[src/rtl/trbPkg.sv]
package trbPkg;
  localparam int TRB_W      = 128;
  localparam int PTR_W      = 64;
  localparam int CYCLE_BIT  = 96;
  localparam int TOGGLE_BIT = 97;
  localparam int TYPE_LSB   = 106;
  localparam int TYPE_W     = 6;
  localparam logic [TYPE_W-1:0] LINK_TYPE = 6'd6;
  localparam logic [PTR_W-1:0]  TRB_BYTES = 64'd16;

  typedef enum logic [1:0] {
    ST_IDLE  = 2'd0,
    ST_ISSUE = 2'd1,
    ST_EVAL  = 2'd2
  } fetchState_e;

  // strobes from control to datapath
  typedef struct packed {
    logic startFetch;
    logic dispatch;
    logic followLink;
    logic raiseErr;
  } dpCtrl_t;

  // decoded status from datapath to control
  typedef struct packed {
    logic owned;
    logic isLink;
    logic budgetOut;
  } dpStat_t;
endpackage

[src/rtl/trbFetchDatapath.sv]
module trbFetchDatapath
  import trbPkg::*;
#(
  parameter int MEM_AW    = 8,
  parameter int MAX_LINKS = 4
) (
  input  logic              clk,
  input  logic              rstN,
  input  logic [PTR_W-1:0]  ringBase,
  input  dpCtrl_t           ctrl,
  input  logic [TRB_W-1:0]  memRdData,
  output dpStat_t           stat,
  output logic [MEM_AW-1:0] memAddr,
  output logic              cmdValid,
  output logic [TRB_W-1:0]  cmdTrb,
  output logic [PTR_W-1:0]  cmdAddr,
  output logic [PTR_W-1:0]  deqPtr,
  output logic              ccs,
  output logic              linkErr
);
  localparam int BW = $clog2(MAX_LINKS + 1);
  localparam logic [BW-1:0] BUDGET_FULL = BW'(MAX_LINKS);
  localparam logic [PTR_W-1:0] ALIGN_MASK = ~64'hF;

  logic [PTR_W-1:0] deqQ;
  logic             ccsQ;
  logic [BW-1:0]    budgetQ;
  logic [TYPE_W-1:0] typeField;
  logic [PTR_W-1:0] nextSeg;
  logic             toggleBit;

  // field decode of the word returned by memory
  assign typeField = memRdData[TYPE_LSB +: TYPE_W];
  assign toggleBit = memRdData[TOGGLE_BIT];
  assign nextSeg   = memRdData[63:0] & ALIGN_MASK;

  assign stat.owned     = (memRdData[CYCLE_BIT] == ccsQ);
  assign stat.isLink    = (typeField == LINK_TYPE);
  assign stat.budgetOut = (budgetQ == '0);

  assign memAddr = deqQ[MEM_AW+3:4];
  assign deqPtr  = deqQ;
  assign ccs     = ccsQ;

  always_ff @(posedge clk) begin
    if (!rstN) begin
      deqQ     <= ringBase & ALIGN_MASK;
      ccsQ     <= 1'b1;
      budgetQ  <= BUDGET_FULL;
      linkErr  <= 1'b0;
      cmdValid <= 1'b0;
      cmdTrb   <= '0;
      cmdAddr  <= '0;
    end else begin
      cmdValid <= 1'b0;
      if (ctrl.startFetch) begin
        budgetQ <= BUDGET_FULL;
        linkErr <= 1'b0;
      end
      if (ctrl.dispatch) begin
        cmdValid <= 1'b1;
        cmdTrb   <= memRdData;
        cmdAddr  <= deqQ;
        deqQ     <= deqQ + TRB_BYTES;
        budgetQ  <= BUDGET_FULL;
      end
      if (ctrl.followLink) begin
        deqQ    <= nextSeg;
        budgetQ <= budgetQ - BW'(1);
        if (toggleBit) ccsQ <= ~ccsQ;
      end
      if (ctrl.raiseErr) linkErr <= 1'b1;
    end
  end
endmodule

[src/rtl/trbFetchCtrl.sv]
module trbFetchCtrl
  import trbPkg::*;
(
  input  logic    clk,
  input  logic    rstN,
  input  logic    doorbell,
  input  dpStat_t stat,
  output dpCtrl_t ctrl,
  output logic    memRdEn
);
  fetchState_e stateQ, stateD;
  logic        pendingQ, pendingD;

  always_comb begin
    stateD   = stateQ;
    pendingD = pendingQ;
    ctrl     = '0;
    memRdEn  = 1'b0;
    unique case (stateQ)
      ST_IDLE: begin
        pendingD = 1'b0;
        if (doorbell) begin
          ctrl.startFetch = 1'b1;
          stateD = ST_ISSUE;
        end
      end
      ST_ISSUE: begin
        memRdEn = 1'b1;
        if (doorbell) pendingD = 1'b1;
        stateD = ST_EVAL;
      end
      ST_EVAL: begin
        if (doorbell) pendingD = 1'b1;
        if (!stat.owned) begin
          // a late doorbell forces one more look
          pendingD = 1'b0;
          if (pendingQ || doorbell) begin
            ctrl.startFetch = 1'b1;
            stateD = ST_ISSUE;
          end else begin
            stateD = ST_IDLE;
          end
        end else if (stat.isLink) begin
          if (stat.budgetOut) begin
            ctrl.raiseErr = 1'b1;
            pendingD = 1'b0;
            stateD = ST_IDLE;
          end else begin
            ctrl.followLink = 1'b1;
            stateD = ST_ISSUE;
          end
        end else begin
          ctrl.dispatch = 1'b1;
          stateD = ST_ISSUE;
        end
      end
      default: stateD = ST_IDLE;
    endcase
  end

  always_ff @(posedge clk) begin
    if (!rstN) begin
      stateQ   <= ST_IDLE;
      pendingQ <= 1'b0;
    end else begin
      stateQ   <= stateD;
      pendingQ <= pendingD;
    end
  end
endmodule

[src/rtl/trbRingConsumer.sv]
module trbRingConsumer
  import trbPkg::*;
#(
  parameter int MEM_AW    = 8,
  parameter int MAX_LINKS = 4
) (
  input  logic              clk,
  input  logic              rstN,
  input  logic [63:0]       ringBase,
  input  logic              doorbell,
  output logic              memRdEn,
  output logic [MEM_AW-1:0] memAddr,
  input  logic [127:0]      memRdData,
  output logic              cmdValid,
  output logic [127:0]      cmdTrb,
  output logic [63:0]       cmdAddr,
  output logic [63:0]       deqPtr,
  output logic              ccs,
  output logic              linkErr
);
  dpCtrl_t ctrl;
  dpStat_t stat;

  trbFetchCtrl uCtrl (
    .clk      (clk),
    .rstN     (rstN),
    .doorbell (doorbell),
    .stat     (stat),
    .ctrl     (ctrl),
    .memRdEn  (memRdEn)
  );

  trbFetchDatapath #(
    .MEM_AW    (MEM_AW),
    .MAX_LINKS (MAX_LINKS)
  ) uDp (
    .clk       (clk),
    .rstN      (rstN),
    .ringBase  (ringBase),
    .ctrl      (ctrl),
    .memRdData (memRdData),
    .stat      (stat),
    .memAddr   (memAddr),
    .cmdValid  (cmdValid),
    .cmdTrb    (cmdTrb),
    .cmdAddr   (cmdAddr),
    .deqPtr    (deqPtr),
    .ccs       (ccs),
    .linkErr   (linkErr)
  );
endmodule

[config.mk]
export PLATFORM = sky130hd
export DESIGN_NAME = trbRingConsumer
export DESIGN_NICKNAME = d
export VERILOG_FILES = /design/src/rtl/trbPkg.sv /design/src/rtl/trbFetchDatapath.sv /design/src/rtl/trbFetchCtrl.sv /design/src/rtl/trbRingConsumer.sv
export SDC_FILE = /design/constraint.sdc
export NUM_CORES = 1
export LEC_CHECK = 0
export BUFFER_PORTS_ARGS = -buffer_cell sky130_fd_sc_hd__buf_2
export CORE_MARGIN = 1
export CORE_UTILIZATION = 37
export CTS_CLUSTER_DIAMETER = 30
export CTS_CLUSTER_SIZE = 40
export DETAILED_ROUTE_END_ITERATION = 8
export SETUP_SLACK_MARGIN = 0.15
export SLEW_MARGIN = 20
export SYNTH_ARGS = -nofsm -noshare
export SYNTH_HDL_FRONTEND = slang
export SYNTH_SLANG_ARGS = --single-unit
[constraint.sdc]
create_clock -name clk -period 3.35 [get_ports clk]
set_input_delay 0.335 -clock clk [delete_from_list [all_inputs] [get_ports clk]]
set_output_delay 0.335 -clock clk [all_outputs]
set_load 0.05 [all_outputs]
==> results.yml <==
status:
  outcome: "finished clean"
timing:
  fin_crit_sh: 0.850
  finalSetupViolCount: 0
  hold_viol: 0
  finalSetupTns_ns: 0
  tightestPinTransition_ns: 0.895
  rsz0062_at_grt: "false"
  post-route-min-period_ns: 2.85
  max_slew_margin: 0.404
  fmax_ghz: 0.351
  finClkSkew_ns: 0.0137
  slew_viol_final: 0
clock_network:
  clkTransAtPathRegs_ns: 0.05
  post_cts_buffers: 0
  clockRootBuffer: "clkbuf_16"
  cts_buffers: 59
  cts_buffer_depth: 3
  clkSinkCount: 257
  h-tree-depth: 2
  tritoncts: "done"
  clk_latency_ns: 0.56
routing:
  drtAntennaViolNets: 0
  drtIter0Drc: 918
  route.detailed.drc: 0
  routed_wirelength_um: 42900
  vias: 12464
  drt-wirelength-per-cell_um: 18.1
  vias_per_cell: 5.28
  first_pass_iters: 7
die:
  num_rows: 65
  die-area_sq_um: 33000
  start_util: 0.378
  io_pins: 463
  die_h_um: 182
  die_w_um: 182
  coreArea_sq_um: 31600
synth:
  seq_area_frac_synth: 0.481
  async_reset_ff_frac: 0
  synth-edff-count: 60
  postSynthCellCount: 1446
  ys_ff_latch: 257
  synthFlopType: "dfxtp_1"
  yosysWarnings: 0
  ys_types: 69
  netlist_area_sq_um: 11900
  syn_avg_cell_area_sq_um: 8.26
global_routing:
  grt_pass1_vias: 12134
  use_met2: 0.422
  top_usage_layer: "met2"
  grt_pass1_wl_um: 66500
  grt_max_degree: 139
  gr-usage-all-layers: 0.253
  gr-usage-met1: 0.315
  antenna_found_initial: 1
  overflow: 0
  grtUsageMet3: 0.0580
pwr:
  powerDensity_nw_per_um2: 630
  leakage_nw: 7.15
  finalPower_mw: 10.8
  peakVddDrop_mv: 0.378
critical_path:
  reg2reg_depth: 6
  setup.worst_path.end_class: "register"
  required_ns: 3.66
  crit_type: "register to register"
  ff2ff_setup_slack_ns: 0.50
  worstPathMaxFanout: 20
  rr_startpoint: "uDp.deqPtr[4]$_DFFE_PP_"
  startpoint: "uDp.deqPtr[4]$_DFFE_PP_"
  cp-endpoint: "uDp.deqPtr[42]$_DFFE_PP_"
  start_kind: "register"
  arrival_ns: 3.16
  rr_endpoint: "uDp.deqPtr[42]$_DFFE_PP_"
hold_path:
  whs_path_depth: 3
  min_from: "memRdData[113]"
  hp-class: "input pin to register"
finish:
  area_growth_pct: 43.1
  final_nets: 2112
  stdcell_count: 2362
  layout-drive-gt1-share: 0.316
  fill_cells: 3005
placement:
  hpwl_um: 29600
  gp_congestion: 0.840
  port_buffers: 450
  dp.cells: 2212
run:
  timing.max_cap.violations: 0
sequential cells by signal, indices dropped and copies added, names as in the netlist:
register,flops
uDp.deqPtr,60
uDp.cmdAddr,60
uDp.cmdTrb,128
uDp.budgetQ,3
uDp.linkErr,1
uCtrl.pendingQ,1
uDp.cmdValid,1
uCtrl.stateQ,2
uDp.ccs,1
worst min-delay path by stage:
stage                                   end  slack [ns]
6_report       uDp.cmdTrb[113]$_SDFFE_PN0P_        0.02
5_1_grt         uDp.cmdTrb[73]$_SDFFE_PN0P_       0.006
4_1_cts        uDp.cmdTrb[115]$_SDFFE_PN0P_      0.0001
3_5_place_dp   uDp.cmdTrb[127]$_SDFFE_PN0P_        0.44
3_3_place_gp    uDp.cmdTrb[94]$_SDFFE_PN0P_        0.44
2_1_floorplan   uDp.budgetQ[1]$_SDFFE_PN0P_        0.44
layer usage:
metal,vias to the layer above,wire [um]
met5,-,0
met4,0,1370
met3,91,3180
met2,527,20500
met1,5856,17800
li1,5990,-
cells in the final DEF, fill, tap and decap left out, types with 6 or more instances in the layout:
cell type	count
o2bb2ai_1	12
dfxtp_1	197
ha_1	8
clkbuf_1	9
xor2_1	8
o221ai_1	11
inv_1	28
o211ai_1	6
nand4_1	31
o31a_1	6
nand2_1	420
nor2_1	25
dlygate4sd3_1	38
a21oi_1	213
mux2i_1	8
edfxtp_1	60
nor3_1	19
o31ai_1	7
mux2_2	7
conb_1	8
nor4_1	25
a2bb2oi_1	8
or4_1	7
xnor2_1	25
nand3_1	41
buf_2	449
clkbuf_16	67
buf_12	7
bufinv_16	6
and3_1	14
clkinv_2	9
clkbuf_8	11
o21ai_0	31
and4_1	14
buf_4	29
synth_stat cells, types with 14 or more instances:
| library cell | count | share of area |
|---|---|---|
| edfxtp_1 | 60 | 0.15 |
| nor2_1 | 26 | 0.0082 |
| a21oi_1 | 214 | 0.090 |
| and3_1 | 14 | 0.0073 |
| nand2_1 | 422 | 0.13 |
| nand3_1 | 41 | 0.017 |
| dfxtp_1 | 197 | 0.33 |
| inv_1 | 29 | 0.0091 |
| nor3_1 | 19 | 0.0080 |
| xnor2_1 | 25 | 0.018 |
| clkbuf_1 | 92 | 0.029 |
| nor4_1 | 26 | 0.014 |
| nand4_1 | 31 | 0.016 |
| buf_4 | 16 | 0.010 |
| and4_1 | 14 | 0.010 |
| o21ai_0 | 32 | 0.013 |
timing repair:
action	CTS	global route
resized for setup	0	0
hold buffers	38	0
endpoints found under the hold margin	38	0
where the power goes:
group          switching [mW]  internal (mW)
clock network            1.79           4.27
registers               0.166           3.32
logic                   0.865          0.371
cell families (layout without fill, tap and decap cells):
kind of cell	Yosys count	count (layout)	synth area share
XOR/XNOR	33	33	0.0242
buffers and inverters	157	662	0.0570
flip-flops	257	257	0.481
AO/OA/AOI/OAI	345	345	0.172
AND/OR/NAND/NOR	630	630	0.243
other	1	10	0.000314
multiplexers	15	15	0.0133
adder cells (fa/ha/maj)	8	8	0.00838
worst max-delay path, stage by stage (launching register included):
cell       delay (ns)
edfxtp_1         0.50
ha_1             0.26
nand4_1          0.31
or4_4            0.69
or4_1            0.55
a21oi_1          0.18
o2bb2ai_1        0.09
stage by stage:
stage | hold slack [ns] | utilization | cell area (sq um) | setup slack, ns
after floorplan | 0.436 | - | 12000 | 0.252
after global placement | 0.439 | 0.460 | 14600 | 0.605
after detailed placement | 0.443 | 0.460 | 14600 | 0.529
after CTS | 0.000117 | 0.540 | 17100 | 0.531
after global routing | 0.00638 | 0.540 | 17100 | 0.360
final | 0.0234 | 0.540 | 17100 | 0.503
final cells by class:
cell class | instances | area, sq um | area share
repair buffers | 523 | 2990 | 0.175
diodes | 2 | 5.00 | 0.000293
clock inverters | 23 | 288 | 0.0168
well taps | 402 | 503 | 0.0294
inverters | 29 | 116 | 0.00681
multi-input cells | 1039 | 5590 | 0.327
flip-flops and latches | 257 | 5750 | 0.336
clock buffers | 87 | 1860 | 0.109
No activity file was read; power rests on OpenSTA's default activity.
